`src/rtl/aiu_pkg.sv`:
```
package aiu_pkg;

  typedef enum logic [2:0] {
    OP_NOP   = 3'd0,
    OP_LDSEQ = 3'd1,
    OP_LDIDX = 3'd2,
    OP_INDEX = 3'd3,
    OP_STEP  = 3'd4,
    OP_JUMP  = 3'd5,
    OP_SETCC = 3'd6,
    OP_READ  = 3'd7
  } aiuOp_e;

  typedef enum logic [1:0] {
    SRC_IN  = 2'd0,
    SRC_SUM = 2'd1,
    SRC_SEQ = 2'd2,
    SRC_REG = 2'd3
  } resSrc_e;

  typedef struct packed {
    logic    seqWr;
    logic    seqFromIn;
    logic    idxWr;
    logic    ccWr;
    resSrc_e resSrc;
    logic    resVal;
  } aiuStrobe_t;

  localparam logic [3:0] CC_ZERO = 4'b0101;

  // one's-complement (end-around carry) add of two mod-15 symbols
  function automatic logic [3:0] mod15Add(input logic [3:0] x, input logic [3:0] y);
    logic [4:0] s;
    s = {1'b0, x} + {1'b0, y};
    return s[3:0] + {3'b000, s[4]};
  endfunction

endpackage

```
`src/rtl/aiu_coded_add.sv`:
```
module aiu_coded_add #(
  parameter int ADDR_W = 16
) (
  input  logic [ADDR_W+3:0] aCode,
  input  logic [ADDR_W+3:0] bCode,
  output logic [ADDR_W+3:0] sumCode
);
  import aiu_pkg::*;

  logic [ADDR_W:0] wideSum;
  logic [3:0]      symSum;
  logic [3:0]      symFix;

  always_comb begin
    wideSum = {1'b0, aCode[ADDR_W-1:0]} + {1'b0, bCode[ADDR_W-1:0]};
    symSum  = mod15Add(aCode[ADDR_W+3:ADDR_W], bCode[ADDR_W+3:ADDR_W]);
    // dropping 2^ADDR_W lowers the residue by one, so the symbol gains one
    symFix  = mod15Add(symSum, {3'b000, wideSum[ADDR_W]});
    sumCode = {symFix, wideSum[ADDR_W-1:0]};
  end

endmodule

```
`src/rtl/aiu_code_check.sv`:
```
module aiu_code_check #(
  parameter int ADDR_W = 16
) (
  input  logic [ADDR_W+3:0] code,
  output logic              codeOk
);
  import aiu_pkg::*;

  localparam int NIBS = ADDR_W / 4;

  logic [3:0] resid;

  always_comb begin
    resid = 4'h0;
    for (int n = 0; n < NIBS; n++) begin
      resid = mod15Add(resid, code[n*4 +: 4]);
    end
    codeOk = (mod15Add(resid, code[ADDR_W+3:ADDR_W]) == 4'hF);
  end

endmodule

```
`src/rtl/aiu_ctrl.sv`:
```
module aiu_ctrl #(
  parameter int NUM_IDX = 2,
  parameter int SEL_W   = 2
) (
  input  logic              opValid,
  input  logic [2:0]        opSel,
  input  logic [SEL_W-1:0]  regSel,
  input  logic [3:0]        ccNib,
  input  logic [3:0]        ccCur,
  output aiu_pkg::aiuStrobe_t strb
);
  import aiu_pkg::*;

  aiuOp_e op;
  logic   condHit;
  logic   ccLegal;
  logic   idxTarget;

  assign op        = aiuOp_e'(opSel);
  assign condHit   = (ccNib == 4'hF) || (ccNib == ccCur);
  assign ccLegal   = ($countones(ccNib) == 2);
  assign idxTarget = (int'(regSel) < NUM_IDX);

  always_comb begin
    strb = '0;
    strb.resSrc = SRC_IN;
    if (opValid) begin
      unique case (op)
        OP_LDSEQ: begin
          strb.seqWr     = 1'b1;
          strb.seqFromIn = 1'b1;
          strb.resVal    = 1'b1;
        end
        OP_LDIDX: begin
          strb.idxWr  = idxTarget;
          strb.resVal = 1'b1;
        end
        OP_INDEX: begin
          strb.resSrc = SRC_SUM;
          strb.resVal = 1'b1;
        end
        OP_STEP: begin
          strb.seqWr  = 1'b1;
          strb.resSrc = SRC_SEQ;
          strb.resVal = 1'b1;
        end
        OP_JUMP: begin
          strb.seqWr     = 1'b1;
          strb.seqFromIn = condHit;
          strb.resSrc    = SRC_SEQ;
          strb.resVal    = 1'b1;
        end
        OP_SETCC: begin
          strb.ccWr = ccLegal;
        end
        OP_READ: begin
          strb.resSrc = SRC_REG;
          strb.resVal = 1'b1;
        end
        default: begin
          strb.resVal = 1'b0;
        end
      endcase
    end
  end

endmodule

```
`src/rtl/aiu_datapath.sv`:
```
module aiu_datapath #(
  parameter int ADDR_W  = 16,
  parameter int NUM_IDX = 2,
  parameter int SEL_W   = 2
) (
  input  logic                clk,
  input  logic                rstN,
  input  aiu_pkg::aiuStrobe_t strb,
  input  logic [SEL_W-1:0]    regSel,
  input  logic [ADDR_W+3:0]   inCode,
  input  logic [3:0]          ccNib,
  output logic [3:0]          ccCur,
  output logic [ADDR_W+3:0]   resCode,
  output logic                resValid,
  output logic                chkErr
);
  import aiu_pkg::*;

  localparam int CODE_W = ADDR_W + 4;
  localparam logic [CODE_W-1:0] CODED_ZERO = {4'hF, {ADDR_W{1'b0}}};
  localparam logic [CODE_W-1:0] CODED_ONE  = {4'hE, {{(ADDR_W-1){1'b0}}, 1'b1}};

  logic [CODE_W-1:0] seqReg;
  logic [CODE_W-1:0] idxReg [NUM_IDX];
  logic [3:0]        ccReg;
  logic [CODE_W-1:0] opnd;
  logic [CODE_W-1:0] idxSum;
  logic [CODE_W-1:0] seqInc;
  logic [CODE_W-1:0] seqNew;
  logic [CODE_W-1:0] resNext;
  logic              resOk;

  // operand select: index register by number, sequence register otherwise
  always_comb begin
    opnd = seqReg;
    for (int i = 0; i < NUM_IDX; i++) begin
      if (regSel == SEL_W'(i)) opnd = idxReg[i];
    end
  end

  aiu_coded_add #(.ADDR_W(ADDR_W)) u_idxAdd (
    .aCode  (inCode),
    .bCode  (opnd),
    .sumCode(idxSum)
  );

  aiu_coded_add #(.ADDR_W(ADDR_W)) u_incAdd (
    .aCode  (seqReg),
    .bCode  (CODED_ONE),
    .sumCode(seqInc)
  );

  assign seqNew = strb.seqFromIn ? inCode : seqInc;

  always_comb begin
    unique case (strb.resSrc)
      SRC_IN:  resNext = inCode;
      SRC_SUM: resNext = idxSum;
      SRC_SEQ: resNext = seqNew;
      default: resNext = opnd;
    endcase
  end

  aiu_code_check #(.ADDR_W(ADDR_W)) u_resChk (
    .code  (resNext),
    .codeOk(resOk)
  );

  for (genvar g = 0; g < NUM_IDX; g++) begin : g_idx
    always_ff @(posedge clk or negedge rstN) begin
      if (!rstN) begin
        idxReg[g] <= CODED_ZERO;
      end else if (strb.idxWr && (regSel == SEL_W'(g))) begin
        idxReg[g] <= inCode;
      end
    end
  end

  always_ff @(posedge clk or negedge rstN) begin
    if (!rstN) begin
      seqReg <= CODED_ZERO;
      ccReg  <= CC_ZERO;
    end else begin
      if (strb.seqWr) seqReg <= seqNew;
      if (strb.ccWr)  ccReg  <= ccNib;
    end
  end

  always_ff @(posedge clk or negedge rstN) begin
    if (!rstN) begin
      resCode  <= '0;
      resValid <= 1'b0;
      chkErr   <= 1'b0;
    end else begin
      resValid <= strb.resVal;
      chkErr   <= strb.resVal && !resOk;
      if (strb.resVal) resCode <= resNext;
    end
  end

  assign ccCur = ccReg;

endmodule

```
`src/rtl/addr_index_unit.sv`:
```
module addr_index_unit #(
  parameter int ADDR_W  = 16,
  parameter int NUM_IDX = 2,
  parameter int SEL_W   = $clog2(NUM_IDX + 1)
) (
  input  logic              clk,
  input  logic              rstN,
  input  logic              opValid,
  input  logic [2:0]        opSel,
  input  logic [SEL_W-1:0]  regSel,
  input  logic [ADDR_W+3:0] inCode,
  input  logic [3:0]        ccNib,
  output logic [ADDR_W+3:0] resCode,
  output logic              resValid,
  output logic              chkErr
);
  import aiu_pkg::*;

  aiuStrobe_t strb;
  logic [3:0] ccCur;

  aiu_ctrl #(.NUM_IDX(NUM_IDX), .SEL_W(SEL_W)) u_ctrl (
    .opValid(opValid),
    .opSel  (opSel),
    .regSel (regSel),
    .ccNib  (ccNib),
    .ccCur  (ccCur),
    .strb   (strb)
  );

  aiu_datapath #(.ADDR_W(ADDR_W), .NUM_IDX(NUM_IDX), .SEL_W(SEL_W)) u_dp (
    .clk     (clk),
    .rstN    (rstN),
    .strb    (strb),
    .regSel  (regSel),
    .inCode  (inCode),
    .ccNib   (ccNib),
    .ccCur   (ccCur),
    .resCode (resCode),
    .resValid(resValid),
    .chkErr  (chkErr)
  );

endmodule

```
`config.mk`:
```
export PLATFORM = sky130hd
export DESIGN_NAME = addr_index_unit
export DESIGN_NICKNAME = d
export VERILOG_FILES = /design/src/rtl/aiu_pkg.sv /design/src/rtl/aiu_coded_add.sv /design/src/rtl/aiu_code_check.sv /design/src/rtl/aiu_ctrl.sv /design/src/rtl/aiu_datapath.sv /design/src/rtl/addr_index_unit.sv
export SDC_FILE = /design/constraint.sdc
export NUM_CORES = 1
export LEC_CHECK = 0
export CORE_MARGIN = 1
export CORE_UTILIZATION = 58
export CTS_CLUSTER_SIZE = 25
export DETAILED_ROUTE_END_ITERATION = 7
export DONT_BUFFER_PORTS = 1
export PLACE_DENSITY = 0.85
export SETUP_SLACK_MARGIN = 0.2
export SLEW_MARGIN = 20
export SYNTH_ARGS = -nofsm -noshare
export SYNTH_HDL_FRONTEND = slang
export SYNTH_SLANG_ARGS = --single-unit
```
`constraint.sdc`:
```
create_clock -name clk -period 22.3 [get_ports clk]
set_input_delay 0 -clock clk [delete_from_list [all_inputs] [get_ports clk]]
set_output_delay 0 -clock clk [all_outputs]
set_load 0.01 [all_outputs]
```
# [Yosys cells after proc, flatten, opt, wreduce, memory -nomap -nowiden]
# Cells that the tools add are included.
[word_totals] output_inout_bits=22 reg_bits=86 in_bits=32 elab_cells=64
[op_classes] n_eq_ne=14 n_mux=11 n_lt_le_gt_ge=1 n_addsub=21 n_reduce_logical=10
[ops] cell="2-to-1 mux 20 bit" n=3
[ops] cell="case mux 20 bit (3 select lines)" n=1
[ops] cell="adder 32 bit" n=1
[ops] cell="adder 4 x 1 -> 4 bit" n=8
[ops] cell="equality test 32 x 3 -> 1 bit, second input constant" n=1
[ops] cell="adder 4 x 4 -> 5 bit" n=5
[ops] cell="adder 16 x 1 -> 17 bit, second input constant" n=1
[ops] cell="adder 16 x 16 -> 17 bit" n=1
[ops] cell="equality test 3 bit, second input constant" n=4
[ops] cell="adder 4 x 1 -> 5 bit" n=2
[ops] cell="equality test 4 bit, second input constant" n=2
[ops] cell="2-to-1 mux 7 bit" n=1
[ops] cell="equality test 3 x 2 -> 1 bit, second input constant" n=2
[ops] cell="case mux 2 bit (3 select lines)" n=1
[ops] cell="OR reduction 6 bit" n=1
[ops] cell="adder 4 x 4 -> 5 bit, second input constant" n=1
[ops] cell="adder 1 x 1 -> 2 bit" n=2
[ops] cell="equality test 2 x 1 -> 1 bit, second input constant" n=2
[ops] cell="equality test 4 bit" n=1
[ops] cell="zero test 2 bit" n=2
[ops] cell="2-to-1 mux 1 bit" n=4
[ops] cell="equality test 3 x 1 -> 1 bit, second input constant" n=1
[ops] cell="logical AND 1 bit" n=3
[ops] cell="OR reduction 3 bit" n=1
[ops] cell="other kinds (6)" n=6

# [Depth between registers and ports, before layout]
# Gate-level depths: netlist of the first run.
[depth] ltp_word=19 mapped_depth=45 ltp_nobuf=42

# [By module]
# Synthesis of the first run repeated with hierarchy kept, for this count alone.
[unflattened] cells_unflattened=775 hier_area_um2=7736.2
[by_module_without_submodules] mod="aiu_datapath" instances=1 area_per_inst_um2=4690.7 cells_each=399 seq_area_each_um2=2169.6
[by_module_without_submodules] mod="aiu_coded_add (u_dp.u_incAdd)" instances=1 area_per_inst_um2=1053.5 cells_each=134 seq_area_each_um2=0.0
[by_module_without_submodules] mod="aiu_coded_add (u_dp.u_idxAdd)" instances=1 area_per_inst_um2=1046.0 cells_each=133 seq_area_each_um2=0.0
[by_module_without_submodules] mod="aiu_code_check" instances=1 area_per_inst_um2=732.0 cells_each=80 seq_area_each_um2=0.0
[by_module_without_submodules] mod="aiu_ctrl" instances=1 area_per_inst_um2=214.0 cells_each=29 seq_area_each_um2=0.0

# [Least setup slack after synthesis of the first run]
# No wires, ideal clock.
[synth_timing] kind="input to register" startpoint="input port regSel[0]" endpoint="register u_dp.chkErr" t_arrival_ps=7673 n_path_buf=3 setup_time_ps=88 path_stages=41 setup_slack_ps=14538 t_required_ps=22212 path_cell_list="buf_2 -> buf_2 -> buf_2 -> mux2i_1 -> nor2_1 -> a21oi_1 -> inv_1 -> ha_1 -> fa_1 -> a211oi_1 -> o21ai_0 -> xnor2_1 -> nor2_1 -> o32a_1 -> ha_1 -> nor2b_1 -> o21ai_0 -> nand2b_1 -> (+5 left out) -> o21ai_0 -> nand2b_1 -> ha_1 -> nor3b_1 -> xor2_1 -> xnor2_1 -> ha_1 -> o21ai_0 -> nand2b_1 -> ha_1 -> ha_1 -> fa_1 -> a21o_1 -> a21o_1 -> ha_1 -> ha_1 -> xor2_1 -> a41oi_1"
[synth_via] elab_chain_cells=16 word_cells_on_any_way=21 classes_between="add/sub (13); eq/ne (2); mux (3); reduce/logical (3)"
[synth_lines] item="from (decl)" line="addr_index_unit.sv:10" rtl="input logic [SEL_W-1:0] regSel,"
[synth_lines] item="zero test 2 bit" line="aiu_datapath.sv:37" rtl="if (regSel == SEL_W'(i)) opnd = idxReg[i];"
[synth_lines] item="2-to-1 mux 20 bit" line="aiu_datapath.sv:37"
[synth_lines] item="2-to-1 mux 20 bit *" line="aiu_datapath.sv:37"
[synth_lines] item="adder 16 x 16 -> 17 bit" line="aiu_coded_add.sv:15" rtl="wideSum = {1'b0, aCode[ADDR_W-1:0]} + {1'b0, bCode[ADDR_W-1:0]};"
[synth_lines] item="case mux 20 bit (3 select lines) *" line="aiu_datapath.sv:56" rtl="unique case (strb.resSrc)"
[synth_lines] item="net u_dp.resNext[6]" line="aiu_datapath.sv:30" rtl="logic [CODE_W-1:0] resNext;"
[synth_lines] item="adder 4 x 4 -> 5 bit *" line="aiu_pkg.sv:35" rtl="s = {1'b0, x} + {1'b0, y};"
[synth_lines] item="adder 4 x 1 -> 4 bit *" line="aiu_pkg.sv:36" rtl="return s[3:0] + {3'b000, s[4]};"
[synth_lines] item="adder 4 x 4 -> 5 bit *" line="aiu_pkg.sv:35"
[synth_lines] item="adder 4 x 1 -> 4 bit *" line="aiu_pkg.sv:36"
[synth_lines] item="adder 4 x 4 -> 5 bit *" line="aiu_pkg.sv:35"
[synth_lines] item="adder 4 x 1 -> 4 bit *" line="aiu_pkg.sv:36"
[synth_lines] item="adder 4 x 4 -> 5 bit *" line="aiu_pkg.sv:35"
[synth_lines] item="adder 4 x 1 -> 4 bit *" line="aiu_pkg.sv:36"
[synth_lines] item="equality test 4 bit *" line="aiu_code_check.sv:18" rtl="codeOk = (mod15Add(resid, code[ADDR_W+3:ADDR_W]) == 4'hF);"
[synth_lines] item="zero test 1 bit *" line="aiu_datapath.sv:96" rtl="chkErr <= strb.resVal && !resOk;"
[synth_lines] item="logical AND 1 bit *" line="aiu_datapath.sv:96"
[synth_lines] item="to (signal assigned)" line="aiu_datapath.sv:96"
[synth_lines] item="to (decl)" line="aiu_datapath.sv:15" rtl="output logic chkErr"
# The timed path passes the listed nets; every way through them passes the cells marked *.
# A chain may end at the register's enable or synchronous reset.

# [Worst setup path in the final report of the first run]
[layout_timing] startpoint="register u_dp.idxReg[0] in the netlist's numbering" endpoint="register u_dp.chkErr"
[layout_via] elab_chain_cells=14 word_cells_on_any_way=16 classes_between="add/sub (11); eq/ne (1); mux (2); reduce/logical (2)"
[layout_lines] item="from (decl)" line="aiu_datapath.sv:24" rtl="logic [CODE_W-1:0] idxReg [NUM_IDX];"
[layout_lines] item="from (signal, indexed assignment)" line="aiu_datapath.sv:74" rtl="idxReg[g] <= inCode;"
[layout_lines] item="2-to-1 mux 20 bit" line="aiu_datapath.sv:37"
[layout_lines] item="adder 16 x 16 -> 17 bit" line="aiu_coded_add.sv:15"
[layout_lines] item="case mux 20 bit (3 select lines)" line="aiu_datapath.sv:56"
[layout_lines] item="net u_dp.resNext[6]" line="aiu_datapath.sv:30"
[layout_lines] item="adder 4 x 4 -> 5 bit" line="aiu_pkg.sv:35"
[layout_lines] item="adder 4 x 1 -> 4 bit" line="aiu_pkg.sv:36"
[layout_lines] item="adder 4 x 4 -> 5 bit" line="aiu_pkg.sv:35"
[layout_lines] item="adder 4 x 1 -> 4 bit" line="aiu_pkg.sv:36"
[layout_lines] item="adder 4 x 4 -> 5 bit" line="aiu_pkg.sv:35"
[layout_lines] item="adder 4 x 1 -> 4 bit" line="aiu_pkg.sv:36"
[layout_lines] item="adder 4 x 4 -> 5 bit" line="aiu_pkg.sv:35"
[layout_lines] item="adder 4 x 1 -> 4 bit" line="aiu_pkg.sv:36"
[layout_lines] item="equality test 4 bit" line="aiu_code_check.sv:18"
[layout_lines] item="zero test 1 bit" line="aiu_datapath.sv:96"
[layout_lines] item="logical AND 1 bit" line="aiu_datapath.sv:96"
# The timed path passes the listed nets, and every way through them passes these cells.

==> impl_metrics.csv, run 1 <==
group,metric,value,unit
finish,synthToLayoutAreaGrowth,9.40,%
clock_network,clkTransAtPathRegs,60,ps
placed_design,dp_hpwl,13900,microns
global_routing,top_usage_layer,"met2",
drt,route.detailed.wl_per_inst,20.8,microns
power_and_ir_drop,peakVddDrop,0.000131,V
clock_network,clock-sinks,86,
timing,maxSlewHeadroom,0.362,
power_and_ir_drop,p_leak,3.54,nW
global_routing,grt_use_total,0.329,
finish,nets,913,
setup_path,cp.required,22490,ps
synthesis,synth_edf_count,0,
timing,finalCritPeriodShare,0.366,
timing,tightest_slew,954,ps
synthesis,syn_area,0.00714,sq mm
timing,report.final.slew_viol_count,0,
drt,drt_iter0_drc,574,
floorplanning,start_util,0.595,
finish,utilization,0.651,
floorplanning,die-area,0.0128,sq mm
clock_network,htree_levels,3,
global_routing,antenna_found_initial,1,
timing,tns,0,ps
floorplanning,core,0.0120,sq mm
global_routing,gr-usage-met3,0.0766,
synthesis,synth-async-reset-ratio,1.00,
run_status,status,"complete, no violations",
floorplanning,rows,40,
finish,design_area,0.00782,sq mm
synthesis,synth_area_leaders,"dfrtp_1, ha_1, mux2_2, o21ai_0, dfstp_2",
placed_design,dpl_worst_slack,14200,ps
flow_run,max-cap-violations,0,
timing,setup_violations,0,
setup_path,worstPathArrival,8360,ps
setup_path,crit_path_frequent_cell,"ha_1",
synthesis,netlist.area_leader.share,0.252,
synthesis,yosysTopAreaCell,"dfrtp_1",
clock_network,clk_latency,360,ps
setup_path,max_stage_delay,470,ps
timing,fmax,122,MHz
drt,dr.pass1.iters,6,
global_routing,grt_start_max_net_pins,87,
floorplanning,fp.dieH,113,microns
hold_path,hold_depth,3,
synthesis,synth-main-ff-cell,"dfrtp_1",
clock_network,cts_inserted_buffers,9,
global_routing,grt_pass1_vias,6351,
setup_path,startpoint_type,"register",
finish,drive_gt1_frac,0.108,
power_and_ir_drop,power.density,131,mW/mm^2
setup_path,crit_type,"reg2reg",
setup_path,rrSetupSlack,14130,ps
global_routing,met1_usage,0.412,
global_routing,grt_pass1_wl,32300,microns
setup_path,end_kind,"register",
synthesis,syn_nets,910,
synthesis,ys_warn_count,0,
setup_path,rr_worst_depth,39,
placed_design,routabilityCongestion,0.987,
timing,rsz0062_at_grt,"false",
synthesis,ys_ff_latch,86,
synthesis,yosysMostFrequentCell,"nand2_1",
global_routing,use_met2,0.527,
drt,via_count,6426,
drt,viasPerCell,6.67,
clock_network,cts_tree,"done",
global_routing,overflow,0,
placed_design,placed_cell_area,0.00720,sq mm
drt,routed_wl,20000,microns
synthesis,postSynthAreaPerCell,8.84,sq um
setup_path,crit_fanout,3,
hold_path,holdCritPathClass,"in2reg",
synthesis,syn_inst,808,
clock_network,cts_max_path_buffers,2,
timing,fin_crit,8170,ps
setup_path,cpMaxStageDelayCell,"fa_1",
synthesis,synthTopCellsByCount,"nand2_1, o21ai_0, dfrtp_1, ha_1, nor2_1",
drt,drcViolationCount,0,
timing,worst_slack,14130,ps
synthesis,ys_seq_area_frac,0.304,
synthesis,synth_cell_types,70,
timing,skew,7.24,ps
floorplanning,chipWidth,113,microns
timing,hold_violations,0,
floorplanning,pin_count,54,
clock_network,cts-root-buf,"clkbuf_16",
clock_network,cts_setup_buffers,0,
drt,postRouteAntennaNets,0,
placed_design,port_buffers,0,
report_power, final:
part | total, mW | switching, mW | internal (mW)
combinational | 0.614 | 0.323 | 0.291
clock | 0.160 | 0.0634 | 0.0963
sequential | 0.247 | 0.0454 | 0.201
final timing paths:
path,from,end
worst min-delay path,inCode[4],u_dp.seqReg[4]
worst min register to register,u_dp.idxReg[15],u_dp.idxReg[15]
min in group asynchronous,rstN,u_dp.seqReg[15]
worst max-delay path,u_dp.idxReg[0],u_dp.chkErr
max in group asynchronous,rstN,u_dp.ccCur[2]
worst max register to register,u_dp.idxReg[0],u_dp.chkErr
per-layer routing:
layer	part of all wire	up-vias
met5	0	-
met4	0.045	0
met3	0.093	84
met2	0.46	331
met1	0.40	3060
li1	-	2951
kinds of logic (layout without fill, tap and decap cells):
group / Yosys count / after routing / synth area share
AOI/OAI and AO/OA: 230 / 230 / 0.204
DFF: 86 / 86 / 0.304
other: 0 / 1 / 0
buffers and inverters: 75 / 83 / 0.0410
xor gates and xnor gates: 51 / 51 / 0.0683
and+or+nand+nor: 227 / 227 / 0.148
muxes: 69 / 69 / 0.105
adders and majority gates: 70 / 70 / 0.130
cell usage in the layout (no fill, tap or decap), types with 26 or more instances in the layout:
master         instances
xnor2_1               26
ha_1                  63
dlygate4sd3_1         27
o21ai_0               77
mux2_2                46
dfrtp_1               72
nand2_1               91
nor2_1                49
inv_1                 35
a21oi_1               48
what timing repair did:
item / 4_1_cts / 5_1_grt
endpoints found under the hold margin: 152 / 0
hold buffers: 28 / 0
resized for setup: 0 / 0
layout make-up:
class,instances,area [sq um]
Multi-Input combinational cell,647,4690
Tap cell,147,184
Timing Repair Buffer,31,320
Clock buffer,13,272
Clock inverter,3,40.0
Sequential cell,86,2170
Inverter,36,135
Fill cell,993,4200
Antenna cell,1,2.50
through the flow:
step                hold WS (ps)  std cells  total power, mW
floorplan                   -296        808            0.730
global placement            -291        919            0.817
detailed placement          -291        919            0.839
CTS                         11.2        963             1.02
global route                33.8        964             1.11
finish                      17.4        964             1.02
worst max-delay path: cells and delay by family, from the launching register on:
family / cells / cell delay, ps
adder cells (fa/ha/maj): 12 / 3580
AO/OA/AOI/OAI: 10 / 1900
AND/OR/NAND/NOR: 9 / 960
XOR/XNOR: 5 / 840
flip-flops: 1 / 380
multiplexers: 1 / 160
buffers and inverters: 2 / 140
flip-flops by register name, indices dropped and copies added, names as in the netlist:
register	count
u_dp.chkErr	1
u_dp.resCode	20
u_dp.seqReg	20
u_dp.resValid	1
u_dp.ccCur	4
u_dp.idxReg	40
No activity file was read; power rests on OpenSTA's default activity.
==> inputs of run 2 (changes only) <==
Settings changed: PLACE_DENSITY 0.85 to 0.87.
Clock period 22.3 ns to 7.5 ns, I/O delays scaled along.
==> run 2 against run 1 <==
Compared with the run above: clock power grew to 3.1 times the previous value; non-clock buffer count is 30 higher; cell count is 3.0% higher; global-route usage is 0.40 points higher; setup slack worse by 14000 ps; register-to-register slack worse by 14000 ps; largest power group unchanged.
==> impl_metrics.csv, run 2 (synthesis gave the netlist of run 1 again) <==
group,metric,value,unit
timing,report.final.slew_viol_count,0,
drt,postRouteAntennaNets,0,
power_and_ir_drop,seqPwrFrac,0.191,
clock_network,clock-sinks,86,
global_routing,grt_pass1_vias,6314,
hold_path,holdCritPathClass,"in2reg",
timing,maxSlewHeadroom,0.317,
timing,finalCritPeriodShare,0.986,
placed_design,place_inst,930,
floorplanning,fp.dieH,113,microns
finish,nets,943,
placed_design,dp_hpwl,13700,microns
finish,utilization,0.689,
power_and_ir_drop,p_leak,3.70,nW
clock_network,clkTransAtPathRegs,70,ps
finish,seq_area,0.00217,sq mm
timing,setup_violations,0,
timing,tns,0,ps
drt,drt_iter0_drc,704,
global_routing,antenna_found_initial,1,
placed_design,routabilityCongestion,0.954,
setup_path,crit_type,"reg2reg",
power_and_ir_drop,peakVddDrop,0.000417,V
placed_design,port_buffers,0,
clock_network,clk_latency,360,ps
placed_design,placed_cell_area,0.00730,sq mm
floorplanning,core,0.0120,sq mm
drt,route.detailed.wl_per_inst,20.9,microns
timing,hold_ws,1.81,ps
global_routing,grt_pass1_wl,32600,microns
drt,via_count,6603,
setup_path,max_stage_delay,410,ps
power_and_ir_drop,switching_share,0.420,
power_and_ir_drop,power.internal,2.17,mW
finish,fillCellCount,890,
setup_path,r2r_start,"u_dp.idxReg[0]",
power_and_ir_drop,p_clk_frac,0.133,
floorplanning,start_util,0.595,
setup_path,end_kind,"register",
clock_network,htree_levels,3,
finish,synthToLayoutAreaGrowth,15.8,%
power_and_ir_drop,power.density,452,mW/mm^2
clock_network,cts_max_path_buffers,2,
power_and_ir_drop,power,3.73,mW
timing,skew,7.96,ps
setup_path,cp.required,7720,ps
global_routing,grt_start_max_net_pins,87,
flow_run,max-cap-violations,0,
finish,layout_commonest_cell,"nand2_1",
placed_design,dpl_worst_slack,-206,ps
timing,tightest_slew,1020,ps
finish,multi_input_area,0.00491,sq mm
global_routing,overflow,0,
drt,drcViolationCount,0,
finish,largest_reg_flops,40,
setup_path,cpMaxStageDelayCell,"o32a_1",
run_status,status,"complete, no violations",
global_routing,grt_use_total,0.333,
clock_network,cts_inserted_buffers,9,
timing,worst_slack,109,ps
drt,dr.pass1.iters,7,
setup_path,worstReg2RegEnd,"u_dp.chkErr",
hold_path,holdCritStartpoint,"inCode[9]",
power_and_ir_drop,switchingPower,1.57,mW
setup_path,worstPathArrival,7610,ps
floorplanning,rows,40,
setup_path,rr_worst_depth,40,
finish,drive_gt1_frac,0.177,
finish,final_cell_mix,"nand2_1, dfrtp_1, o21ai_0, nor2_1, ha_1",
clock_network,cts-root-buf,"clkbuf_16",
timing,rsz0062_at_grt,"true",
setup_path,rrSetupSlack,110,ps
floorplanning,chipWidth,113,microns
finish,n_antenna_cell,0,
setup_path,startpoint_type,"register",
timing,fmax,135,MHz
floorplanning,die-area,0.0128,sq mm
hold_path,hold_depth,3,
finish,top_regs,"u_dp.idxReg: 40 flops, u_dp.resCode: 20 flops, u_dp.seqReg: 20 flops",
power_and_ir_drop,p_comb_frac,0.676,
floorplanning,pin_count,54,
clock_network,cts_tree,"done",
finish,top_register,"u_dp.idxReg",
hold_path,hold_path_end,"u_dp.seqReg[9]",
timing,fin_crit,7390,ps
setup_path,crit_fanout,3,
drt,viasPerCell,6.65,
drt,routed_wl,20700,microns
timing,hold_violations,0,
finish,design_area,0.00827,sq mm
finish,final_cells,993,
[run 2: area by class of cell]
cell class	instances	area share
inverters	36	0.0163
clock buffers	12	0.0310
clock inverters	4	0.00847
well taps	147	0.0222
repair buffers	61	0.0663
multi-input cells	647	0.593
flip-flops and latches	86	0.262
[run 2: worst max path at each step]
stage | from | endpoint | cells past startpoint
floorplan | regSel[0] | u_dp.chkErr | 43
global placement | u_dp.idxReg[0] | u_dp.chkErr | 40
detailed placement | u_dp.idxReg[0] | u_dp.chkErr | 38
CTS | u_dp.idxReg[0] | u_dp.chkErr | 41
global route | u_dp.idxReg[0] | u_dp.chkErr | 40
finish | u_dp.idxReg[0] | u_dp.chkErr | 40
[run 2: repair_timing]
item                                    CTS  global route
hold endpoints to repair                151             5
endpoints found under the setup margin    1             1
setup buffers                            10             8
pin swaps                                20            26
hold buffers                             28             1
gates resized for setup                  26            14
cloned                                    0             0
[run 2: per-layer routing]
layer  global-route usage  part of all wire  vias to the layer above
li1                     -                 -                     3005
met1                0.403              0.39                     3157
met2                0.555              0.47                      355
met3               0.0862             0.091                       86
met4                0.160             0.048                        0
met5                    0                 0                        -
[run 2: power by group through the flow]
stage               clock, mW  combinational, mW  sequential, mW
floorplan                   0               1.51           0.680
global placement            0               1.75           0.708
detailed placement          0               1.81           0.714
CTS                     0.499               2.09           0.707
global route            0.513               2.78           0.725
finish                  0.497               2.52           0.714
[run 2: critical path: cells and delay by family (launching register included)]
family / cells / cell delay [ps]
buffers and inverters: 2 / 150
AOI/OAI and AO/OA: 10 / 1730
xor gates and xnor gates: 6 / 900
and+or+nand+nor: 9 / 960
adders and majority gates: 12 / 3000
DFF: 1 / 380
muxes: 1 / 130
==> inputs of run 3 (changes only) <==
Settings changed: CTS_BUF_LIST set to sky130_fd_sc_hd__clkbuf_4 sky130_fd_sc_hd__clkbuf_8.
==> run 3 against run 2 <==
Compared with the run above: non-clock buffer count increased by 3; first-iteration DRC count decreased by 7.5%; maximum frequency decreased by 1.3%; critical path type unchanged; critical endpoint unchanged; largest cell class unchanged.
==> impl_metrics.csv, run 3 (synthesis gave the netlist of run 1 again) <==
group,metric,value,unit
run_status,status,"complete, no violations",
finish,fillCellCount,911,
clock_network,cts-root-buf,"clkbuf_8",
finish,layout_commonest_cell,"nand2_1",
clock_network,clk_latency,400,ps
timing,hold_violations,0,
drt,drcViolationCount,0,
finish,final_cells,998,
setup_path,end_kind,"register",
global_routing,grt_use_total,0.335,
global_routing,grt_pass1_wl,32900,microns
clock_network,htree_levels,3,
placed_design,routabilityCongestion,0.954,
flow_run,max-cap-violations,0,
setup_path,crit_fanout,3,
finish,seq_area,0.00217,sq mm
drt,dr.pass1.iters,5,
drt,routed_wl,20800,microns
clock_network,cts_inserted_buffers,9,
finish,top_regs,"u_dp.idxReg: 40 flops, u_dp.resCode: 20 flops, u_dp.seqReg: 20 flops",
clock_network,clkTransAtPathRegs,90,ps
drt,postRouteAntennaNets,0,
finish,top_register,"u_dp.idxReg",
setup_path,crit_path_frequent_cell,"ha_2",
hold_path,holdCritPathClass,"in2reg",
drt,via_count,6608,
setup_path,worstPathArrival,7750,ps
finish,nets,946,
floorplanning,chipWidth,113,microns
drt,viasPerCell,6.62,
finish,drive_gt1_frac,0.177,
setup_path,startpoint_type,"register",
clock_network,cts_max_path_buffers,2,
setup_path,max_stage_delay,400,ps
finish,largest_reg_flops,40,
timing,fin_crit,7490,ps
timing,worst_slack,9.11,ps
placed_design,dpl_worst_slack,-206,ps
setup_path,cp.required,7750,ps
floorplanning,pin_count,54,
hold_path,hold_depth,4,
floorplanning,fp.dieH,113,microns
timing,maxSlewHeadroom,0.297,
power_and_ir_drop,power,3.54,mW
setup_path,crit_type,"reg2reg",
placed_design,place_inst,930,
timing,report.final.slew_viol_count,0,
timing,rsz0062_at_grt,"true",
global_routing,overflow,0,
placed_design,dp_hpwl,13700,microns
timing,tightest_slew,1050,ps
setup_path,rr_worst_depth,38,
finish,synthToLayoutAreaGrowth,14.4,%
timing,setup_violations,0,
global_routing,grt_start_max_net_pins,87,
drt,drt_iter0_drc,651,
power_and_ir_drop,peakVddDrop,0.000416,V
global_routing,antenna_found_initial,2,
floorplanning,die-area,0.0128,sq mm
timing,finalCritPeriodShare,0.999,
setup_path,r2r_start,"u_dp.idxReg[0]",
hold_path,holdCritStartpoint,"opSel[0]",
timing,skew,13.7,ps
floorplanning,core,0.0120,sq mm
clock_network,clock-sinks,86,
finish,multi_input_area,0.00487,sq mm
clock_network,cts_tree,"done",
floorplanning,start_util,0.595,
power_and_ir_drop,power.density,434,mW/mm^2
setup_path,cpMaxStageDelayCell,"fa_2",
placed_design,port_buffers,0,
global_routing,grt_pass1_vias,6457,
timing,fmax,133,MHz
floorplanning,rows,40,
drt,route.detailed.wl_per_inst,20.9,microns
finish,final_cell_mix,"nand2_1, o21ai_0, dfrtp_1, nor2_1, ha_1",
power_and_ir_drop,p_leak,3.67,nW
setup_path,crit_start,"u_dp.idxReg[0]",
## run 3: worst paths after layout
kind | end | slack (ps)
hold / removal | u_dp.resCode[8] | 20
hold reg to reg | u_dp.idxReg[15] | 490
setup reg to reg | u_dp.chkErr | 9
min in group asynchronous | u_dp.idxReg[34] | 170
max in group asynchronous | u_dp.ccCur[0] | 6960
setup / recovery | u_dp.chkErr | 9
## run 3: area by class of cell
cell class | instances | area share
Multi-Input combinational cell | 647 | 0.596
Sequential cell | 86 | 0.265
Timing Repair Buffer | 64 | 0.0707
Tap cell | 147 | 0.0225
Clock buffer | 12 | 0.0194
Inverter | 36 | 0.0165
Clock inverter | 4 | 0.00857
Antenna cell | 2 | 0.000612
## run 3: timing repair
item                                   CTS  global route
endpoints found under the hold margin  159             0
buffers inserted                        12             6
pin swaps                               25            25
setup endpoints to repair                1             1
gates resized for setup                 27             9
hold buffers                            32             0
## run 3: where the power goes
part           internal (mW)  switching (mW)
clock                  0.208           0.173
combinational           1.22            1.23
sequential             0.598           0.114
total                   2.03            1.52
## run 3: worst max-delay path: cells and delay by family, from the launching register on
kind	cells	cell delay [ps]
muxes	1	180
and+or+nand+nor	8	880
AOI/OAI and AO/OA	10	1660
xor gates and xnor gates	4	760
adders and majority gates	13	3310
buffers and inverters	2	170
DFF	1	390
## run 3: metrics by stage
stage / utilization / hold WS, ps / area (sq um) / TNS (ps)
after floorplan: - / -296 / 7180 / 0
after global placement: 0.608 / -291 / 7300 / 0
after detailed placement: 0.608 / -290 / 7300 / -206
after CTS: 0.673 / 0.757 / 8080 / 0
after global routing: 0.680 / 42.6 / 8170 / -412
final: 0.680 / 18.6 / 8170 / 0
## run 3: metal layers
metal | up-vias | wire length [microns] | track usage
li1 | 3013 | - | -
met1 | 3163 | 7920 | 0.406
met2 | 349 | 10100 | 0.552
met3 | 83 | 1910 | 0.0916
met4 | 0 | 919 | 0.168
met5 | - | 0 | 0
